$ cat src/rtl/pm_cfg_pkg.sv
package pm_cfg_pkg;
  localparam int REG_W     = 16;
  localparam int RATE_LSB  = 0;
  localparam int LOCK_BIT  = 4;
  localparam int SLPEN_BIT = 5;
  localparam int BTN_BIT   = 9;

  typedef enum logic [2:0] {
    ST_S0 = 3'd0,
    ST_S1 = 3'd1,
    ST_S3 = 3'd3,
    ST_S4 = 3'd4,
    ST_S5 = 3'd5
  } sleep_t;

  localparam logic [REG_W-1:0] RSV_MASK = 16'hFDCC;
endpackage

$ cat src/rtl/pm_sync2.sv
module pm_sync2 #(
  parameter int STAGES = 2
) (
  input  logic clk,
  input  logic rst,
  input  logic din,
  output logic dout
);
  logic [STAGES-1:0] chain;

  always_ff @(posedge clk) begin
    if (rst) chain <= '0;
    else     chain <= {chain[STAGES-2:0], din};
  end

  assign dout = chain[STAGES-1];
endmodule

$ cat src/rtl/pm_cfg_regs.sv
module pm_cfg_regs
  import pm_cfg_pkg::*;
(
  input  logic             clk,
  input  logic             rst,
  input  logic             wr_en,
  input  logic [REG_W-1:0] wr_data,
  input  logic             gsmi_wr,
  input  logic             gsmi_wdata,
  input  logic             btn_sync,
  output logic [1:0]       rate_sel,
  output logic             slp_en,
  output logic             lock,
  output logic             gsmi_en,
  output logic             restart,
  output logic [REG_W-1:0] rd_data
);
  always_ff @(posedge clk) begin
    if (rst) begin
      rate_sel <= 2'b00;
      slp_en   <= 1'b0;
      lock     <= 1'b0;
    end else if (wr_en) begin
      rate_sel <= wr_data[RATE_LSB +: 2];
      slp_en   <= wr_data[SLPEN_BIT];
      lock     <= lock | wr_data[LOCK_BIT];
    end
  end

  always_ff @(posedge clk) begin
    if (rst)                   gsmi_en <= 1'b0;
    else if (gsmi_wr && !lock) gsmi_en <= gsmi_wdata;
  end

  assign restart = wr_en;

  always_comb begin
    rd_data                   = '0;
    rd_data[RATE_LSB +: 2]    = rate_sel;
    rd_data[LOCK_BIT]         = lock;
    rd_data[SLPEN_BIT]        = slp_en;
    rd_data[BTN_BIT]          = btn_sync;
  end
endmodule

$ cat src/rtl/pm_periodic_timer.sv
module pm_periodic_timer #(
  parameter int BASE_TICKS = 8
) (
  input  logic       clk,
  input  logic       rst,
  input  logic       tick,
  input  logic       restart,
  input  logic [1:0] rate_sel,
  input  logic       enable,
  output logic       pulse
);
  localparam int MAX_TICKS = BASE_TICKS * 8;
  localparam int CW        = $clog2(MAX_TICKS + 1);

  logic [CW-1:0] cnt;
  logic [CW-1:0] last;

  always_comb begin
    case (rate_sel)
      2'b00:   last = CW'(BASE_TICKS * 8 - 1);
      2'b01:   last = CW'(BASE_TICKS * 4 - 1);
      2'b10:   last = CW'(BASE_TICKS * 2 - 1);
      default: last = CW'(BASE_TICKS - 1);
    endcase
  end

  always_ff @(posedge clk) begin
    if (rst) begin
      cnt   <= '0;
      pulse <= 1'b0;
    end else if (restart) begin
      cnt   <= '0;
      pulse <= 1'b0;
    end else if (tick) begin
      if (cnt >= last) begin
        cnt   <= '0;
        pulse <= enable;
      end else begin
        cnt   <= cnt + 1'b1;
        pulse <= 1'b0;
      end
    end else begin
      pulse <= 1'b0;
    end
  end
endmodule

$ cat src/rtl/pm_cpu_sleep.sv
module pm_cpu_sleep
  import pm_cfg_pkg::*;
(
  input  logic       clk,
  input  logic       rst,
  input  logic [2:0] sleep_state,
  input  logic       slp_en,
  output logic       cpu_slp
);
  logic want;

  always_comb begin
    case (sleep_state)
      ST_S1:               want = slp_en;
      ST_S3, ST_S4, ST_S5: want = 1'b1;
      default:             want = 1'b0;
    endcase
  end

  always_ff @(posedge clk) begin
    if (rst) cpu_slp <= 1'b0;
    else     cpu_slp <= want;
  end
endmodule

$ cat src/rtl/pm_cfg_timer.sv
module pm_cfg_timer
  import pm_cfg_pkg::*;
#(
  parameter int BASE_TICKS  = 8,
  parameter int SYNC_STAGES = 2
) (
  input  logic             clk,
  input  logic             rst,
  input  logic             wr_en,
  input  logic [REG_W-1:0] wr_data,
  output logic [REG_W-1:0] rd_data,
  input  logic             gsmi_wr,
  input  logic             gsmi_wdata,
  output logic             gsmi_en,
  input  logic [2:0]       sleep_state,
  input  logic             pwrbtn_pin,
  input  logic             tick,
  output logic             smi_pulse,
  output logic             cpu_slp
);
  logic       btn_sync;
  logic [1:0] rate_sel;
  logic       slp_en;
  logic       lock;
  logic       restart;

  pm_sync2 #(.STAGES(SYNC_STAGES)) u_sync (
    .clk(clk), .rst(rst), .din(pwrbtn_pin), .dout(btn_sync)
  );

  pm_cfg_regs u_regs (
    .clk(clk), .rst(rst), .wr_en(wr_en), .wr_data(wr_data),
    .gsmi_wr(gsmi_wr), .gsmi_wdata(gsmi_wdata), .btn_sync(btn_sync),
    .rate_sel(rate_sel), .slp_en(slp_en), .lock(lock),
    .gsmi_en(gsmi_en), .restart(restart), .rd_data(rd_data)
  );

  pm_periodic_timer #(.BASE_TICKS(BASE_TICKS)) u_timer (
    .clk(clk), .rst(rst), .tick(tick), .restart(restart),
    .rate_sel(rate_sel), .enable(gsmi_en), .pulse(smi_pulse)
  );

  pm_cpu_sleep u_slp (
    .clk(clk), .rst(rst), .sleep_state(sleep_state),
    .slp_en(slp_en), .cpu_slp(cpu_slp)
  );
endmodule

$ cat config.mk
export PLATFORM = sky130hd
export DESIGN_NAME = pm_cfg_timer
export DESIGN_NICKNAME = d
export VERILOG_FILES = /design/src/rtl/pm_cfg_pkg.sv /design/src/rtl/pm_sync2.sv /design/src/rtl/pm_cfg_regs.sv /design/src/rtl/pm_periodic_timer.sv /design/src/rtl/pm_cpu_sleep.sv /design/src/rtl/pm_cfg_timer.sv
export SDC_FILE = /design/constraint.sdc
export NUM_CORES = 1
export LEC_CHECK = 0
export ABC_AREA = 1
export BUFFER_PORTS_ARGS = -buffer_cell sky130_fd_sc_hd__buf_4
export CAP_MARGIN = 20
export CORE_ASPECT_RATIO = 0.8
export CORE_UTILIZATION = 40
export DETAILED_ROUTE_END_ITERATION = 10
export GPL_TIMING_DRIVEN = 1
export PLACE_DENSITY = 0.74
export SETUP_SLACK_MARGIN = 0.5
export SLEW_MARGIN = 10
export SYNTH_ARGS = -nofsm -noshare
export SYNTH_HDL_FRONTEND = slang
export SYNTH_HIERARCHICAL = 1
export SYNTH_SLANG_ARGS = --single-unit
$ cat constraint.sdc
create_clock -name clk -period 1.4 [get_ports clk]
set_input_delay 0 -clock clk [delete_from_list [all_inputs] [get_ports clk]]
set_output_delay 0 -clock clk [all_outputs]
set_load 0.03 [all_outputs]
Word level (Yosys, flattened, before mapping)
Index checks and enable logic that the tools add are counted.
Widths: inputs -> output; s select.
{"block": "totals", "register_bits": 16, "in_bits": 26, "word_cells": 28}
{"block": "op_classes", "addsub": 1, "magnitude_cmp": 1, "eq_ne": 6, "muxes": 3, "bitwise": 3, "n_reduce_logical": 6}
{"cell": "$pmux 6 s3", "n": 1}
{"cell": "$add 7x1->7 const B", "n": 1}
{"cell": "$ge 7x6->1", "n": 1}
{"cell": "$mux 7", "n": 1}
{"cell": "$eq 3x3->1 const B", "n": 2}
{"cell": "$reduce_or 4->1", "n": 1}
{"cell": "$eq 3x1->1 const B", "n": 1}
{"cell": "$eq 3x2->1 const B", "n": 1}
{"cell": "$reduce_or 3->1", "n": 1}
{"cell": "$eq 2x1->1 const B", "n": 1}
{"cell": "$eq 2x2->1 const B", "n": 1}
{"cell": "$logic_not 2->1", "n": 1}
{"cell": "$not 1->1", "n": 2}
{"cell": "$pmux 1 s2", "n": 1}
{"cell": "$reduce_or 2->1", "n": 1}
{"cell": "$logic_and 1x1->1", "n": 1}
{"cell": "$logic_not 1->1", "n": 1}
{"cell": "$or 1x1->1", "n": 1}

Depth between registers and ports, before layout
Gate-level depths: netlist of run 1.
{"block": "depth", "depth_word": 5, "depth_mapped": 10}

Modules after synthesis
The synthesis of run 1 kept the hierarchy.
{"module": "pm_periodic_timer", "instances": 1, "cells_per_inst": 57, "area_per_inst_um2": 481.7, "seq_area_each_um2": 160.2}
{"module": "pm_cfg_regs", "instances": 1, "cells_per_inst": 42, "area_per_inst_um2": 310.3, "seq_area_each_um2": 100.1}
{"module": "pm_sync2", "instances": 1, "cells_per_inst": 6, "area_per_inst_um2": 55.1, "seq_area_each_um2": 40.0}
{"module": "pm_cpu_sleep", "instances": 1, "cells_per_inst": 7, "area_per_inst_um2": 45.0, "seq_area_each_um2": 20.0}

Worst setup path before layout of run 1
OpenSTA, ideal clock, no wires.
{"block": "synth_path", "path_type": "register to register", "from": "reg u_regs.rate_sel[1]", "to": "reg u_timer.cnt[0]", "arrival_time_ns": 1.276, "required_time_ns": 1.283, "slack_ns": 0.007, "path_stages_with_launch": 10, "n_path_buf": 0, "period_less_slack_ns": 1.393, "cell_sequence": "dfxtp_1 -> or2_1 -> ha_1 -> nand2_1 -> nor2_1 -> nand2_1 -> nand2_1 -> nand2_2 -> nand2_4 -> nor2_2"}
{"block": "synth_between", "elab_chain_cells": 4, "elab_cells_between_ends": 6, "classes_between": "order compare: 1; eq/ne: 2; mux: 2; reduce/logical: 1"}
{"element": "start, declared", "line_no": "pm_cfg_regs.sv:11", "text": "output logic [1:0] rate_sel,"}
{"element": "start signal, assigned", "line_no": "pm_cfg_regs.sv:24", "text": "rate_sel <= wr_data[RATE_LSB +: 2];"}
{"element": "$eq 2x2->1, or another cell as far along", "line_no": "pm_periodic_timer.sv:19", "text": "case (rate_sel)"}
{"element": "$pmux 6 s3 *", "line_no": "pm_periodic_timer.sv:19"}
{"element": "$ge 7x6->1 *", "line_no": "pm_periodic_timer.sv:35", "text": "if (cnt >= last) begin"}
{"element": "$mux 7 *", "line_no": "pm_periodic_timer.sv:35"}
{"element": "end signal, assigned", "line_no": "pm_periodic_timer.sv:39", "text": "cnt <= cnt + 1'b1;"}
{"element": "end, declared", "line_no": "pm_periodic_timer.sv:15", "text": "logic [CW-1:0] cnt;"}
Every way passes the cells marked *; elsewhere a longest branch is shown, timed or not.
A chain may end at the register's enable or synchronous reset.

Worst setup path in the final report of run 1
{"block": "layout_path", "from": "reg u_regs.rate_sel[0]", "to": "reg u_timer.cnt[0]"}
The elaborated chain is that of the path after synthesis.

==> results of run 1 <==
worst register-to-register path, cell delays in order, from the launching register on:
cell and delay [ns]:
dfxtp_2 0.33, or2_4 0.25, ha_4 0.15, or2_1 0.23, a21oi_2 0.10, nand2_1 0.07, nand2_2 0.09, nand2_4 0.10
nor2_2 0.09
layer usage:
metal | routed length [µm] | GRT usage, % | vias to the layer above | part of all wire (%)
met4 | 12 | 4.62 | 0 | 0.67
met2 | 911 | 29.4 | 19 | 51
met5 | 0 | 0 | - | 0
met1 | 798 | 24.1 | 337 | 45
li1 | - | - | 379 | -
met3 | 69 | 7.22 | 2 | 3.9
kinds of logic after synthesis:
family,Yosys count,share of synthesized area [%]
simple gates,46,25.5
buf+inv,30,20.6
flops,16,35.9
compound gates,8,4.91
xor+xnor,6,5.89
fa+ha+maj,4,5.61
other cells,1,0.420
mux,1,1.12
cells in the mapped netlist, types with 2 or more instances:
cell type  number
nand2_1        15
inv_1          10
or2_1           2
nand4_1         2
xnor2_1         2
buf_4          17
xor2_1          4
nand3_1         3
nor2_2          7
ha_1            4
nor2_1         13
dfxtp_1        16
o21ai_0         3
a21oi_1         3
what timing repair did:
item,in CTS,in global routing
pin swaps,2,2
hold endpoints to repair,9,0
resized for setup,4,1
endpoints found under the setup margin,10,10
hold buffers,11,0
registers in the layout (all words and copies together) (netlist names):
register / count
u_timer/pulse: 1
u_sync/chain: 2
u_regs/rate_sel: 2
u_regs/lock: 1
u_timer/cnt: 7
u_regs/gsmi_en: 1
u_regs/slp_en: 1
u_slp/cpu_slp: 1
cells in the final DEF, fill, tap and decap left out, types with 4 or more instances in the layout:
cell type	instances
buf_4	22
conb_1	11
dfxtp_1	14
dlygate4sd3_1	11
inv_1	10
nand2_1	15
nor2_1	13
nor2_2	7
xor2_1	4
stage by stage:
step | setup TNS [ns] | area, µm² | std cells | worst slack [ns]
5_1_grt | -0.804 | 1180 | 167 | -0.125
3_5_place_dp | -0.254 | 1020 | 152 | -0.0401
3_3_place_gp | -0.171 | 1020 | 152 | -0.0301
4_1_cts | -0.410 | 1180 | 167 | -0.0633
2_1_floorplan | 0 | 943 | 122 | 0.00933
6_report | -0.342 | 1180 | 167 | -0.0525
worst min path at each step:
stage / start / cells past startpoint / endpoint / slack [ns]
floorplan: rst / 1 / u_regs/lock / 0.07
global placement: pwrbtn_pin / 3 / u_sync/chain[0] / 0.21
detailed placement: rst / 2 / u_sync/chain[1] / 0.23
CTS: gsmi_wdata / 5 / u_regs/gsmi_en / 0.02
global route: tick / 3 / u_timer/pulse / 0.02
finish: tick / 3 / u_timer/pulse / 0.03
layout make-up:
type / count / area, µm² / area share [%]
multi-input combinational: 76 / 440 / 37.3
clock buffer: 4 / 36.3 / 3.08
inverter: 11 / 41.3 / 3.50
timing repair buffer: 36 / 309 / 26.2
sequential: 16 / 323 / 27.4
tap: 24 / 30.0 / 2.55
power by group:
part,internal (W),switching [W]
sequential,0.000473,0.00000985
combinational,0.0000985,0.000130
clock,0.000158,0.000148
==> summary.md, run 1 <==
| Metric | Value |
|---|---|
| Status | `finished, violations left` |
| Failing checks | `setup timing` |
| Final worst setup slack | `-0.0525 ns` |
| Final Max Slew Viols | `0` |
| R2R depth | `8` |
| FILL cells | `175` |
| Area Overhead vs Synth | `32.3%` |
| Initial antenna violation count | `0` |
| Final routed DRC violation total | `0` |
| Post-synth top flop | `dfxtp_1` |
| Sequential share of the synthesized area | `35.9%` |
| Port-buffer cells | `21` |
| CTS Root Cell | `clkbuf_4` |
| CP arrival | `1.68 ns` |
| FF+latch count, synth | `16` |
| DRT Pass-1 Iters | `4` |
| Synth cell types | `25` |
| Grt ovf | `0` |
| First-pass GRT wire length | `3110 µm` |
| Async SR Flop Fraction | `0%` |
| Clock latency at the later pin of the worst-skew pair | `0.29 ns` |
| Final setup viols | `7` |
| Vias per inst | `4.41` |
| Ys Warns | `6` |
| CORE AREA | `0.00198 mm²` |
| Syn Std Cell Area | `892 µm²` |
| Setup crit start | `u_regs/rate_sel[0]` |
| Vias in the first global route | `689` |
| Leakage power | `0.566 nW` |
| H-Tree Depth | `1` |
| Crit path time final | `1.45 ns` |
| Top cells by area, synth | `dfxtp_1, buf_4, nand2_1` |
| CP endpoint | `u_timer/cnt[0]` |
| CP Launch Type | `flip-flop` |
| Diodes inserted | `0` |
| Final wirelength | `1790 µm` |
| Final nets | `174` |
| Hold slack | `0.0255 ns` |
| Buf/Inv on CP | `0` |
| WL/cell | `10.7 µm` |
| # IOs | `45` |
| Clock Tree Buf Depth | `2` |
| Post-DP HPWL | `1180 µm` |
| Gp weighted congestion | `0.759` |
| Tcrit/Tclk final | `104%` |
| Post-layout util | `59.6%` |
| CP top delay family | `simple AND/OR/NAND/NOR gates` |
| Via count | `737` |
| Post-CTS Setup Inserts | `0` |
| Worst Setup End Kind | `flip-flop` |
| Final Hold Fails | `0` |
| Reg2reg end | `u_timer/cnt[0]` |
| Post-synth EDFFs | `0` |
| Initial Util | `45.1%` |
| Crit. path cell count | `8` |
| RSZ-0062 raised after global routing | `true` |
| Post-synth top area share | `35.9%` |
| Worst reg2reg setup slack | `-0.05 ns` |
| Clock Skew | `0.00360 ns` |
| CP cell instances | `or2_4 > ha_4 > or2_1 > a21oi_2 > nand2_1 > nand2_2 > nand2_4 > nor2_2` |
| Largest area contributor in the netlist | `dfxtp_1` |
| Critical Path RT | `1.63 ns` |
| Peak VDD IR | `820 µV` |
| Number of max-cap violations | `0` |
| Clock Sinks | `16` |
| Max FO, Critical Path | `7` |
| Total GRT Usage | `18.8%` |
| Final total power | `0.00102 W` |
| Avg Cell Area, Syn | `7.97 µm²` |
| Crit Path Class | `reg -> reg` |
| Row count | `14` |
| Power per cell area | `863 mW/mm²` |
| Clock transition at the registers of the reported paths | `0.10 ns` |
| Die ar. | `0.00242 mm²` |
| Post-route ant nets | `0` |
| R2R Path Start | `u_regs/rate_sel[0]` |
| Hold WC Path Type | `in -> reg` |
| First DRT Iteration DRCs | `12` |
| F_max | `0.688 GHz` |
| Layout cells sized above 1 | `32.2%` |
| Num CTS Buffers | `3` |
| Max stage delay on crit path | `0.33 ns` |
| Syn Inst Count | `112` |
| Slowest CP cell | `dfxtp_2` |
| Pin count of the biggest net entering global routing | `10` |
| Chip Width | `54.8 µm` |
| CTS tree | `done` |
| Die height | `44.2 µm` |
Power figures use the tool's default switching activity.
==> run 2, diff against run 1 <==
==> constraint.sdc (replaced) <==
create_clock -name clk -period 1.25 [get_ports clk]
set_input_delay 0 -clock clk [delete_from_list [all_inputs] [get_ports clk]]
set_output_delay 0 -clock clk [all_outputs]
set_load 0.03 [all_outputs]
==> run 2 against run 1 <==
The flow still finishes with violations (setup timing). Clock power is 13% higher. Worst setup slack worse by 0.20 ns. Die area stayed put. Total power is 19% higher. Flip-flop and latch count stayed put. Final area is 16% higher. Register-to-register slack worse by 0.20 ns. Sequential power is 13% higher. Global-route usage is 2.6 points higher. Count of clock-buffer cells in the layout stayed put. Sequential share of layout area is 3.3 points lower. Final cell count is 7.8% higher. Critical path type unchanged.
==> summary.md, run 2 (synthesis gave the netlist of run 1 again) <==
| Metric | Value |
|---|---|
| Status | `finished, violations left` |
| Failing checks | `setup timing` |
| Clock transition at the registers of the reported paths | `0.09 ns (about the same)` |
| Critical Path RT | `1.49 ns (-0.14 ns)` |
| Buf/Inv on CP | `0 (unchanged)` |
| Final wirelength | `2250 µm (+26%)` |
| Max stage delay on crit path | `0.34 ns (about the same)` |
| Multi-input combinational cell area | `479 µm² (+8.8%)` |
| Clock Tree Buf Depth | `2 (unchanged)` |
| Pin count of the biggest net entering global routing | `10 (unchanged)` |
| Grt ovf | `0 (unchanged)` |
| CORE AREA | `0.00198 mm² (unchanged)` |
| Die height | `44.2 µm (unchanged)` |
| Clock Skew | `0.00623 ns (+0.00263 ns)` |
| CP top delay family | `simple AND/OR/NAND/NOR gates` |
| CP Launch Type | `flip-flop` |
| Power per cell area | `882 mW/mm² (+2.2%)` |
| Crit path time final | `1.51 ns (+0.0531 ns)` |
| Top reg by flops | `u_timer/cnt` |
| Post-DP HPWL | `1230 µm (+4.2%)` |
| Gp weighted congestion | `0.823 (+8.3%)` |
| CTS Root Cell | `clkbuf_4` |
| Worst Setup End Kind | `flip-flop` |
| Commonest non-fill, non-tap cell in the layout | `buf_4` |
| Final setup viols | `8 (+1)` |
| Layout cells sized above 1 | `47.4% (+15 points)` |
| Max FO, Critical Path | `7 (unchanged)` |
| Number of max-cap violations | `0 (unchanged)` |
| Final Hold Fails | `0 (unchanged)` |
| Final total power | `0.00121 W (+19%)` |
| Port-buffer cells | `21 (unchanged)` |
| Clock Sinks | `16 (unchanged)` |
| Vias in the first global route | `801 (+16%)` |
| Total GRT Usage | `21.4% (+2.6 points)` |
| Post-layout util | `69.3% (+9.7 points)` |
| CP arrival | `1.74 ns (+0.06 ns)` |
| # IOs | `45 (unchanged)` |
| RSZ-0062 raised after global routing | `true` |
| Sequential Area | `330 µm² (+2.3%)` |
| Post-route ant nets | `0 (unchanged)` |
| CP cell instances | `or2_4 > ha_4 > or2_1 > a21oi_2 > nand2_1 > nand2_2 > nand2_4 > nor2_2` |
| Final nets | `187 (+7.5%)` |
| Largest registers | `u_timer/cnt x7, u_regs/rate_sel x2, u_sync/chain x2` |
| Commonest non-fill, non-tap cells in the layout | `buf_4, buf_6, nor2_1, nand2_1` |
| Initial antenna violation count | `0 (unchanged)` |
| Die ar. | `0.00242 mm² (unchanged)` |
| Clock latency at the later pin of the worst-skew pair | `0.30 ns (about the same)` |
| Tcrit/Tclk final | `120% (+17 points)` |
| Leakage power | `0.664 nW (+17%)` |
| Crit Path Class | `reg -> reg` |
| Num CTS Buffers | `3 (unchanged)` |
| Final Max Slew Viols | `0 (unchanged)` |
| H-Tree Depth | `1 (unchanged)` |
| Slowest CP cell | `dfxtp_2` |
| Row count | `14 (unchanged)` |
| First-pass GRT wire length | `3530 µm (+13%)` |
| FILL cells | `152 (-13%)` |
| WL/cell | `12.5 µm (+17%)` |
| DRT Pass-1 Iters | `4 (unchanged)` |
| Via count | `818 (+11%)` |
| Final routed DRC violation total | `0 (unchanged)` |
| Area Overhead vs Synth | `53.7%` |
| Final worst setup slack | `-0.256 ns (-0.203 ns)` |
| Diodes inserted | `0 (unchanged)` |
| Hold WC Path Type | `in -> reg` |
| Vias per inst | `4.54 (+3.0%)` |
| Chip Width | `54.8 µm (unchanged)` |
| CTS tree | `done` |
| Number of flip-flops under the largest register name | `7 (unchanged)` |
| F_max | `0.664 GHz (-3.5%)` |
| First DRT Iteration DRCs | `19 (+7)` |
| Peak VDD IR | `761 µV (-7.1%)` |
| Initial Util | `45.1% (unchanged)` |
[run 2: cell types whose count changed in the layout (fill, tap and decap cells not counted), moves of 2 or more]
cell,delta
inv_2,+2
buf_6,+10
nand2_2,+3
o21ai_2,+2
inv_1,-2
o21ai_0,-2
nand2_1,-3
dfxtp_2,+6
dlymetal6s4s_1,+2
dfxtp_1,-6
[run 2: layout make-up]
cell class,instances,area share (%)
clock buffers,4,2.65
repair buffers,49,33.1
multi-input cells,76,34.9
inverters,11,3.01
well taps,24,2.19
flip-flops and latches,16,24.1
[run 2: through the flow]
stage               cell area, µm²  setup slack [ns]  cells  hold WS (ns)  TNS (ns)
detailed placement            1060            -0.211    158         0.233     -1.55
floorplan                      943            -0.141    122        0.0691     -1.04
global placement              1060            -0.181    158         0.209     -1.33
global route                  1370            -0.293    180        0.0158     -2.10
finish                        1370            -0.256    180        0.0293     -1.79
CTS                           1310            -0.228    179        0.0114     -1.67
[run 2: path summary, 6_finish.rpt]
| kind | slack (ns) | endpoint | start | cells past startpoint |
|---|---|---|---|---|
| worst max-delay path | -0.26 | u_timer/cnt[2] | u_regs/rate_sel[0] | 8 |
| worst min-delay path | 0.03 | u_timer/pulse | tick | 3 |
| worst max register to register | -0.26 | u_timer/cnt[2] | u_regs/rate_sel[0] | 8 |
| worst min register to register | 0.40 | u_sync/chain[1] | u_sync/chain[0] | 2 |
[run 2: per-layer routing]
layer | part of all wire (%) | global-route usage [%] | routed length, µm
met5 | 0 | 0 | 0
met4 | 5.3 | 10.3 | 119
met3 | 3.7 | 7.90 | 84
met2 | 51 | 37.6 | 1140
met1 | 40 | 22.0 | 907
[run 2: where the power goes]
group	switching [W]	internal, W	total (W)
Clock	0.000169	0.000178	0.000347
Sequential	0.0000150	0.000532	0.000547
Combinational	0.000167	0.000148	0.000315
Total	0.000351	0.000858	0.00121
[run 2: what timing repair did]
action | in CTS | in global routing
buffers inserted | 4 | 1
gates resized for setup | 21 | 15
hold endpoints to repair | 9 | 0
pin swaps | 5 | 11
setup endpoints to repair | 16 | 21
hold buffers | 13 | 0
cloned | 0 | 0
[run 2: worst reg2reg max path: stages, from the launching register on]
cell	delay (ns)
dfxtp_2	0.34
or2_4	0.25
ha_4	0.15
or2_1	0.23
a21oi_2	0.10
nand2_1	0.07
nand2_2	0.09
nand2_4	0.10
nor2_2	0.11
